==> src/rtl/sym5_pkg.sv <==
package sym5_pkg;
  localparam int SYM_W = 5;
  localparam int NIB_W = 4;

  localparam logic [SYM_W-1:0] SYM_J    = 5'b11000;
  localparam logic [SYM_W-1:0] SYM_K    = 5'b10001;
  localparam logic [SYM_W-1:0] SYM_T    = 5'b01101;
  localparam logic [SYM_W-1:0] SYM_R    = 5'b00111;
  localparam logic [SYM_W-1:0] SYM_IDLE = 5'b11111;
  localparam logic [SYM_W-1:0] SYM_H    = 5'b00100;
  localparam logic [NIB_W-1:0] NIB_PRE  = 4'b0101;

  typedef enum logic [1:0] {RX_IDLE, RX_GOT_J, RX_FRAME, RX_GOT_T} rx_st_t;
  typedef enum logic [1:0] {TX_IDLE, TX_SEND_K, TX_DATA, TX_SEND_R} tx_st_t;

  function automatic logic [SYM_W-1:0] enc4b5b(input logic [NIB_W-1:0] n);
    case (n)
      4'h0: enc4b5b = 5'b11110;  4'h1: enc4b5b = 5'b01001;
      4'h2: enc4b5b = 5'b10100;  4'h3: enc4b5b = 5'b10101;
      4'h4: enc4b5b = 5'b01010;  4'h5: enc4b5b = 5'b01011;
      4'h6: enc4b5b = 5'b01110;  4'h7: enc4b5b = 5'b01111;
      4'h8: enc4b5b = 5'b10010;  4'h9: enc4b5b = 5'b10011;
      4'hA: enc4b5b = 5'b10110;  4'hB: enc4b5b = 5'b10111;
      4'hC: enc4b5b = 5'b11010;  4'hD: enc4b5b = 5'b11011;
      4'hE: enc4b5b = 5'b11100;  default: enc4b5b = 5'b11101;
    endcase
  endfunction

  // returns {valid, nibble}
  function automatic logic [NIB_W:0] dec5b4b(input logic [SYM_W-1:0] s);
    dec5b4b = '0;
    for (int i = 0; i < (1 << NIB_W); i++) begin
      if (enc4b5b(NIB_W'(i)) == s) dec5b4b = {1'b1, NIB_W'(i)};
    end
  endfunction
endpackage

==> src/rtl/sym5_rx_path.sv <==
module sym5_rx_path
  import sym5_pkg::*;
(
  input  logic             clk,
  input  logic             rst,
  input  logic             transp,
  input  logic [SYM_W-1:0] sym,
  input  logic             vld,
  output logic [NIB_W-1:0] rxd,
  output logic             rx_dv,
  output logic             rx_er,
  output logic             active
);
  rx_st_t           st, st_n;
  logic [NIB_W-1:0] nib_n;
  logic             dv_n, er_n;
  logic [NIB_W:0]   dec;

  assign dec    = dec5b4b(sym);
  assign active = (st != RX_IDLE);

  always_comb begin
    st_n  = st;
    nib_n = '0;
    dv_n  = 1'b0;
    er_n  = 1'b0;
    case (st)
      RX_IDLE: if (sym == SYM_J) begin
        st_n = RX_GOT_J; dv_n = 1'b1; nib_n = NIB_PRE;
      end
      RX_GOT_J: begin
        dv_n = 1'b1;
        if (sym == SYM_K) begin
          st_n = RX_FRAME; nib_n = NIB_PRE;
        end else begin
          st_n = RX_IDLE; er_n = 1'b1;
        end
      end
      RX_FRAME: begin
        if (sym == SYM_T) begin
          st_n = RX_GOT_T;
        end else if (sym == SYM_IDLE) begin
          st_n = RX_IDLE; dv_n = 1'b1; er_n = 1'b1;
        end else begin
          dv_n  = 1'b1;
          er_n  = ~dec[NIB_W];
          nib_n = dec[NIB_W] ? dec[NIB_W-1:0] : '0;
        end
      end
      default: st_n = RX_IDLE;
    endcase
    if (transp) begin
      nib_n = (sym == SYM_IDLE) ? '0 : sym[NIB_W-1:0];
      er_n  = (sym == SYM_IDLE) ? 1'b0 : sym[SYM_W-1];
    end
  end

  always_ff @(posedge clk) begin
    if (rst) begin
      st <= RX_IDLE; rxd <= '0; rx_dv <= 1'b0; rx_er <= 1'b0;
    end else if (vld) begin
      st <= st_n; rxd <= nib_n; rx_dv <= dv_n; rx_er <= er_n;
    end
  end

  p_hold_r8: assert property (@(posedge clk) disable iff (rst)
    !vld |=> $stable({rxd, rx_dv, rx_er}));
  p_transp_map_r6: assert property (@(posedge clk) disable iff (rst)
    (transp && vld && sym != SYM_IDLE) |=> ({rx_er, rxd} == $past(sym)));
  p_dv_on_j_r3: assert property (@(posedge clk) disable iff (rst)
    (vld && !active && sym == SYM_J) |=> rx_dv);
endmodule

==> src/rtl/sym5_tx_path.sv <==
module sym5_tx_path
  import sym5_pkg::*;
(
  input  logic             clk,
  input  logic             rst,
  input  logic             transp,
  input  logic             tx_en,
  input  logic             tx_er,
  input  logic [NIB_W-1:0] txd,
  output logic [SYM_W-1:0] tx_sym
);
  tx_st_t           st, st_n;
  logic [SYM_W-1:0] sym_n;
  logic [SYM_W-1:0] raw;

  assign raw = {tx_er, txd};

  always_comb begin
    st_n  = st;
    sym_n = SYM_IDLE;
    if (transp) begin
      st_n  = TX_IDLE;
      sym_n = (raw == '0) ? SYM_IDLE : raw;
    end else begin
      case (st)
        TX_IDLE: if (tx_en) begin
          st_n = TX_SEND_K; sym_n = SYM_J;
        end
        TX_SEND_K: begin
          st_n = TX_DATA; sym_n = SYM_K;
        end
        TX_DATA: if (tx_en) begin
          sym_n = tx_er ? SYM_H : enc4b5b(txd);
        end else begin
          st_n = TX_SEND_R; sym_n = SYM_T;
        end
        default: begin
          st_n = TX_IDLE; sym_n = SYM_R;
        end
      endcase
    end
  end

  always_ff @(posedge clk) begin
    if (rst) begin
      st <= TX_IDLE; tx_sym <= SYM_IDLE;
    end else begin
      st <= st_n; tx_sym <= sym_n;
    end
  end

  p_t_then_r_r2: assert property (@(posedge clk) disable iff (rst)
    (!transp && tx_sym == SYM_T) |=> (transp || tx_sym == SYM_R));
  p_transp_tx_r7: assert property (@(posedge clk) disable iff (rst)
    (transp && raw != '0) |=> (tx_sym == $past(raw)));
endmodule

==> src/rtl/sym5_mii_path.sv <==
module sym5_mii_path
  import sym5_pkg::*;
(
  input  logic             clk,
  input  logic             rst,
  input  logic             transparent,
  input  logic             repeater,
  input  logic [1:0]       lb_sel,
  input  logic [SYM_W-1:0] rx_sym,
  input  logic             rx_sym_vld,
  input  logic             tx_en,
  input  logic             tx_er,
  input  logic [NIB_W-1:0] txd,
  output logic [NIB_W-1:0] rxd,
  output logic             rx_dv,
  output logic             rx_er,
  output logic             crs,
  output logic [SYM_W-1:0] tx_sym
);
  logic             pmd_lb, remote_lb, rx_active;
  logic [SYM_W-1:0] enc_sym, echo_q, rx_in;
  logic             rx_in_vld;

  assign pmd_lb    = (lb_sel == 2'b10);
  assign remote_lb = (lb_sel == 2'b01);
  assign rx_in     = pmd_lb ? enc_sym : rx_sym;
  assign rx_in_vld = pmd_lb | rx_sym_vld;

  sym5_tx_path u_tx (
    .clk(clk), .rst(rst), .transp(transparent),
    .tx_en(tx_en), .tx_er(tx_er), .txd(txd), .tx_sym(enc_sym)
  );

  sym5_rx_path u_rx (
    .clk(clk), .rst(rst), .transp(transparent),
    .sym(rx_in), .vld(rx_in_vld),
    .rxd(rxd), .rx_dv(rx_dv), .rx_er(rx_er), .active(rx_active)
  );

  always_ff @(posedge clk) begin
    if (rst) begin
      echo_q <= SYM_IDLE;
      crs    <= 1'b0;
    end else begin
      echo_q <= rx_sym;
      crs    <= rx_active | (tx_en & ~repeater);
    end
  end

  assign tx_sym = remote_lb ? echo_q : enc_sym;

  p_remote_echo_r9: assert property (@(posedge clk) disable iff (rst)
    (lb_sel == 2'b01) |=> (lb_sel != 2'b01 || tx_sym == $past(rx_sym)));
  p_rep_crs_r10: assert property (@(posedge clk) disable iff (rst)
    (repeater && !rx_active) |=> !crs);
endmodule

==> config.mk <==
export PLATFORM = sky130hd
export DESIGN_NAME = sym5_mii_path
export DESIGN_NICKNAME = d
export VERILOG_FILES = /design/src/rtl/sym5_pkg.sv /design/src/rtl/sym5_rx_path.sv /design/src/rtl/sym5_tx_path.sv /design/src/rtl/sym5_mii_path.sv
export SDC_FILE = /design/constraint.sdc
export NUM_CORES = 1
export LEC_CHECK = 0
export BUFFER_PORTS_ARGS = -buffer_cell sky130_fd_sc_hd__buf_2
export CELL_PAD_IN_SITES_DETAIL_PLACEMENT = 1
export CELL_PAD_IN_SITES_GLOBAL_PLACEMENT = 2
export CORE_UTILIZATION = 33
export CTS_CLUSTER_DIAMETER = 100
export CTS_CLUSTER_SIZE = 28
export DETAILED_ROUTE_END_ITERATION = 8
export PLACE_DENSITY_LB_ADDON = 0.1
export SYNTH_ARGS = -nofsm -noshare
export SYNTH_HDL_FRONTEND = slang
export SYNTH_SLANG_ARGS = --single-unit
export TNS_END_PERCENT = 100
==> constraint.sdc <==
create_clock -name clk -period 2.4 [get_ports clk]
set_input_delay 0.12 -clock clk [delete_from_list [all_inputs] [get_ports clk]]
set_output_delay 0.12 -clock clk [all_outputs]
set_load 0.05 [all_outputs]
After elaboration in Yosys (flattened, before gate mapping). Memories as Yosys holds them, arrays and structs flattened. Cells that the tools add are included.

Bits in registers: 21. Bits of input ports: 18. Latch bits: 0. Memory bits (writable): 0. Memories: 1. Bits in read-only memories: 80. Logic and storage cells: 100. Output and inout port bits: 12.

Memories: (name not given) (depth 16, width 5, rd ports 1, clocked after Yosys merged registers in 0, wr ports 0, RTL line sym5_pkg.sv:17) `case (n)`.

Magnitude comparators: 0. Muxes and demuxes: 49. Bitwise gates (word level): 5. $add $sub $neg: 0. Multiply operators: 0. Reductions and logical operators: 7. Eq/ne operators: 30. Div/mod/pow operators: 0. Shifts and indexed selects: 0.

Operator list (number): 5-bit two-way mux (22); 5-bit equality test, first input constant (11); 4-bit by 5-bit equality test with 1-bit output, first input constant (5); 4-bit two-way mux (5); 5-bit equality test, second input constant (3); 5-bit one-hot mux with 3 select lines (1); 2-bit two-way mux (6); 2-bit one-hot mux with 3 select lines (2); 4-bit one-hot mux with 3 select lines (1); 3-bit two-way mux (3); 1-bit two-way mux (7); 2-bit by 1-bit equality test with 1-bit output, second input constant (3); 2-bit equality test, second input constant (3); 5-bit by 4-bit equality test with 1-bit output, second input constant (1); 5-bit logical NOT (1); 2-bit logical NOT (2); 2-bit inequality test, second input constant (2); 3-bit by 1-bit inequality test with 1-bit output, second input constant (1); 1-bit one-hot mux with 3 select lines (1); 3-bit AND reduction (1); 2-bit by 1-bit inequality test with 1-bit output, second input constant (1); 1-bit NOT (2); 1-bit OR (2); 1-bit one-hot mux with 2 select lines (1); other kinds (4) (4).

Logic depth before layout (Yosys ltp).
Depth in word-level cells: 24. Mapped depth: 7. Gate-level depth less buffers: 7.

Hierarchy. A second synthesis with hierarchy kept.

Cells, all modules: 186. Area, all modules: 1582.8 um2.

Modules (own cells, without submodules): sym5_rx_path (sequential area each 160.2 um2, times used 1, area an instance 753.2 um2, cells each 98); sym5_tx_path (sequential area each 140.1 um2, times used 1, area an instance 479.2 um2, cells each 60); sym5_mii_path (sequential area each 120.1 um2, times used 1, area an instance 350.3 um2, cells each 28).

Least setup slack after synthesis. OpenSTA, ideal clock, no wires.

Kind: reg-to-reg. From: register u_tx.tx_sym[3]. To: register u_rx.st[0]. Slack: 556 ps. Buffers on the path: 0. Cell stages (with the launch flop): 6. Data arrival time: 1743 ps. Clock period less this slack: 1844 ps. Data required time: 2299 ps. Setup time: 101 ps. Path through: dfxtp_1 or2b_1 mux2_4 o31a_1 or3_1 o41ai_1.

Cells in the longest elaborated chain, start to end: 4.

Ends and longest elaborated chain: start, declared (RTL line sym5_tx_path.sv:10) `output logic [SYM_W-1:0] tx_sym`; start signal, assigned (RTL line sym5_tx_path.sv:48) `st <= st_n; tx_sym <= sym_n;`; 5-bit two-way mux (*) (RTL line sym5_mii_path.sv:26) `assign rx_in = pmd_lb ? enc_sym : rx_sym;`; 5-bit equality test, or another cell as far along (RTL line sym5_rx_path.sv:42) `end else if (sym == SYM_IDLE) begin`; 3-bit by 1-bit inequality test with 1-bit output (no line), or another cell as far along; 3-bit AND reduction (no line) / 2-bit one-hot mux with 3 select lines (equally long branches); end signal, assigned (RTL line sym5_rx_path.sv:62) `st <= st_n; rxd <= nib_n; rx_dv <= dv_n; rx_er <= er_n;`; end, declared (RTL line sym5_rx_path.sv:14) `rx_st_t st, st_n;`.

Mark *: on every way between the ends. The rest lies on a longest branch, timed or not. A chain may end at the register's enable or synchronous reset.

Worst setup path after layout. Same ends and word-level chain as after synthesis.

==> summary.txt <==
Run status
  • Status: completed

Setup path
  • Critical Path Sink Type: register
  • Setup CP Type: register to register
  • CP Launch Type: register
  • Buffers and inverters on the worst path: 0
  • Critical path's slowest cell: dfxtp_1
  • CP delay by family, top: compound AO/OA/AOI/OAI gates
  • Worst Path Max Fanout: 6
  • CP peak stage delay: around 0.42 ns
  • CP arrival: between 2 and 2.5 ns
  • Crit-path cells: or2b_1 -> mux2_4 -> o31a_1 -> or3_1 -> o41ai_1
  • Flop-to-flop setup slack: ~0.38 ns
  • Worst endpoint required time: 2.56 ns

STA
  • Max frequency: 496 MHz
  • Worst slew pin tran: 0.473 ns
  • Fin crit share: 0.841
  • Slew margin rel.: 0.676
  • Unrepaired setup endpoints after global routing: false
  • Setup_tns: 0 ns
  • Worst Slack Setup Final: 0.382 ns
  • Slew Viols, Final: 0
  • Clk_skew: 0.00994 ns
  • Final setup fails: 0
  • Final min period: a little over 2 ns
  • Hold Violations, Final: 0

Logic synthesis
  • Distinct cell type count after synthesis: 49
  • Seq/Total Area, Yosys: 0.255
  • EDFF count, synth: 0
  • Post-Synthesis Cell Area: approximately 0.0017 mm2
  • Flops & latches, synth: 21
  • Synthesized area per cell: approximately 8.3 um2
  • Syn Nets: 224
  • Leading register cell type out of synthesis: dfxtp_1
  • Synth async-reset ratio: 0
  • Synth Instances: 198
  • Synthesis warning total: 0

CTS
  • Worst-skew pair later-pin latency: about 0.27 ns
  • Hold buffer count at CTS: 0
  • Clock buffer count from CTS: 3
  • CTS H-Tree Depth: 1
  • Gates resized, CTS repair: 0
  • CTS tree: done
  • Clock Tree Buf Depth: 2
  • CTS Sinks: 21
  • CTS Root Cell: clkbuf_8
  • Post-CTS Setup Repair Bufs: 0
  • CTS clock-pin slew for the worst setup and hold paths: 0.08 ns

Placement
  • Area after DPL: ~0.0018 mm2
  • Placement Setup Slack: between 0.2 and 0.3 ns
  • DP Wirelength: between 3000 and 4000 um
  • Port Buffer Count: 29
  • DP Cell Count: 287
  • Placer Congestion: 0.834

Power
  • Reg power frac: 0.421
  • Gate power share: 0.321
  • Pint: roughly 0.60 mW
  • Clk pwr share: 0.258
  • Net Sw Power: ~0.33 mW
  • Pwr dens: roughly 500 mW/mm2
  • P_leak: about 0.76 nW
  • Maximum vdd drop: roughly 0.00027 V
  • Sw Share: 0.360

Floorplanning
  • Row count: 25
  • # IOs: 30
  • Die Span X: just over 70 um
  • Core area: ~0.0048 mm2
  • Die H: around 73 um
  • Starting Density: 0.347
  • Die Area: approximately 0.0053 mm2

Global route
  • GRT Util Overall: 0.191
  • Grt ovf: 0
  • Vias in the first global route: 1522
  • Pin count of the biggest net entering global routing: 18
  • Initial antenna violation count: 0
  • First-pass GRT wire length: 7730 um

Detailed routing
  • Post-DRT Antenna Nets: 0
  • Initial DRC Count: between 50 and 60
  • Drt drc: 0
  • DR pass1 iterations: 4
  • Via density: ~5.4
  • Detailed Route WL: roughly 4700 um
  • Vias post-DR: around 1600
  • Drt wl/cell: between 15 and 20 um

Final layout
  • Ant. Diodes: 0
  • Final std cells w/o fill: slightly below 300
  • Layout fillers: between 600 and 700
  • NumNets Final: approximately 250
  • P&R area growth vs syn: 12.5%
  • Layout cells sized above 1: 0.246
  • Post-route cell area: 0.00186 mm2

Min path
  • Hold WC Path Type: input port to register

Flow run
  • Max-cap violation count: 0
[final cells by class]
class	instances	area, um2	area share
Multi-Input combinational cell	156	1100	0.592
Sequential cell	21	420	0.226
Timing Repair Buffer	32	168	0.0902
Tap cell	67	83.8	0.0451
Clock buffer	4	45.0	0.0242
Inverter	11	41.3	0.0222
[synth_stat cells (2+ instances only)]
cell | instances | area (um2)
nand2b_1 | 4 | 25.0
nand2_1 | 11 | 41.3
nor3_1 | 4 | 20.0
ha_1 | 8 | 100
a211oi_1 | 4 | 30.0
nor2_1 | 24 | 90.1
nand4_1 | 4 | 25.0
o21ai_0 | 7 | 35.0
a31oi_1 | 7 | 43.8
mux2i_1 | 8 | 80.1
xor2_1 | 2 | 17.5
dfxtp_1 | 21 | 420
or2b_1 | 2 | 15.0
o311ai_0 | 3 | 26.3
mux2_4 | 2 | 30.0
mux2_2 | 10 | 113
a311oi_1 | 6 | 52.6
o31ai_1 | 2 | 15.0
o32ai_1 | 2 | 17.5
inv_1 | 11 | 41.3
clkbuf_1 | 4 | 15.0
xnor2_1 | 3 | 26.3
nand3_1 | 8 | 40.0
a21oi_1 | 8 | 40.0
o22ai_1 | 2 | 12.5
buf_6 | 2 | 22.5
o41ai_1 | 2 | 17.5
nor2b_1 | 3 | 18.8
or2_2 | 4 | 25.0
[registers in the layout, summed over array words and instances, names as in the netlist]
name / cells
crs: 1
u_tx.st: 2
u_rx.rx_er: 1
u_rx.st: 2
u_tx.tx_sym: 5
u_rx.rx_dv: 1
echo_q: 5
u_rx.rxd: 4
[routing by layer]
layer / share of wire / track usage / routed length [um] / up-vias
met2: 0.44 / 0.281 / 2050 / 25
li1: - / - / - / 787
met5: 0 / 0 / 0 / -
met4: 0.010 / 0.0436 / 48 / 0
met1: 0.52 / 0.280 / 2440 / 755
met3: 0.033 / 0.0428 / 156 / 7
[tightest hold or removal path, stage by stage]
cell      delay (ns)
buf_2           0.07
nand2b_1        0.08
a21oi_1         0.05
[stage by stage]
stage          total power, mW   util  hold WS, ns
6_report                 0.930  0.391        0.102
5_1_grt                  0.986  0.391        0.117
4_1_cts                  0.941  0.391        0.101
3_5_place_dp             0.700  0.381        0.387
3_3_place_gp             0.696  0.381        0.377
2_1_floorplan            0.623      -        0.217
[layout by cell type, fill, tap and decap left out, types with 2 or more instances in the layout]
cell type  Yosys  layout
a211oi_1       4       4
a21oi_1        8       8
a311oi_1       6       6
a31oi_1        7       7
buf_2          1      29
buf_4          0       3
clkbuf_8       0       3
dfxtp_1       21      21
ha_1           8       8
inv_1         11      11
mux2_2        10      10
mux2_4         2       2
mux2i_1        8       8
nand2_1       11      11
nand2b_1       4       4
nand3_1        8       8
nand4_1        4       4
nor2_1        24      24
nor2b_1        3       3
nor3_1         4       4
o21ai_0        7       7
o22ai_1        2       2
o311ai_0       3       3
o31ai_1        2       2
o32ai_1        2       2
o41ai_1        2       2
or2_2          4       4
or2b_1         2       2
xnor2_1        3       3
xor2_1         2       2
[kinds of logic (layout without fill, tap and decap cells)]
logic type                 after synthesis  count (layout)  synth area share
DFF                                     21              21             0.255
xor gates and xnor gates                 5               5            0.0265
adders and majority gates                8               8            0.0606
buffers and inverters                   21              47            0.0795
AOI/OAI and AO/OA                       51              51             0.217
muxes                                   21              21             0.143
and+or+nand+nor                         71              71             0.218
[path summary, 6_finish.rpt]
| check | startpoint | depth (start not counted) | endpoint |
|---|---|---|---|
| worst max-delay path | u_tx.tx_sym[3] | 5 | u_rx.st[0] |
| worst min-delay path | repeater | 3 | crs |
| worst max register to register | u_tx.tx_sym[3] | 5 | u_rx.st[0] |
| worst min register to register | u_rx.rxd[2] | 2 | u_rx.rxd[2] |
[power groups by stage]
stage,clock network [mW],registers (mW),logic [mW]
after global placement,0,0.400,0.296
after floorplan,0,0.421,0.201
after global routing,0.266,0.395,0.325
final,0.240,0.391,0.299
after detailed placement,0,0.400,0.299
after CTS,0.249,0.392,0.300
No activity file was read; power rests on OpenSTA's default activity.
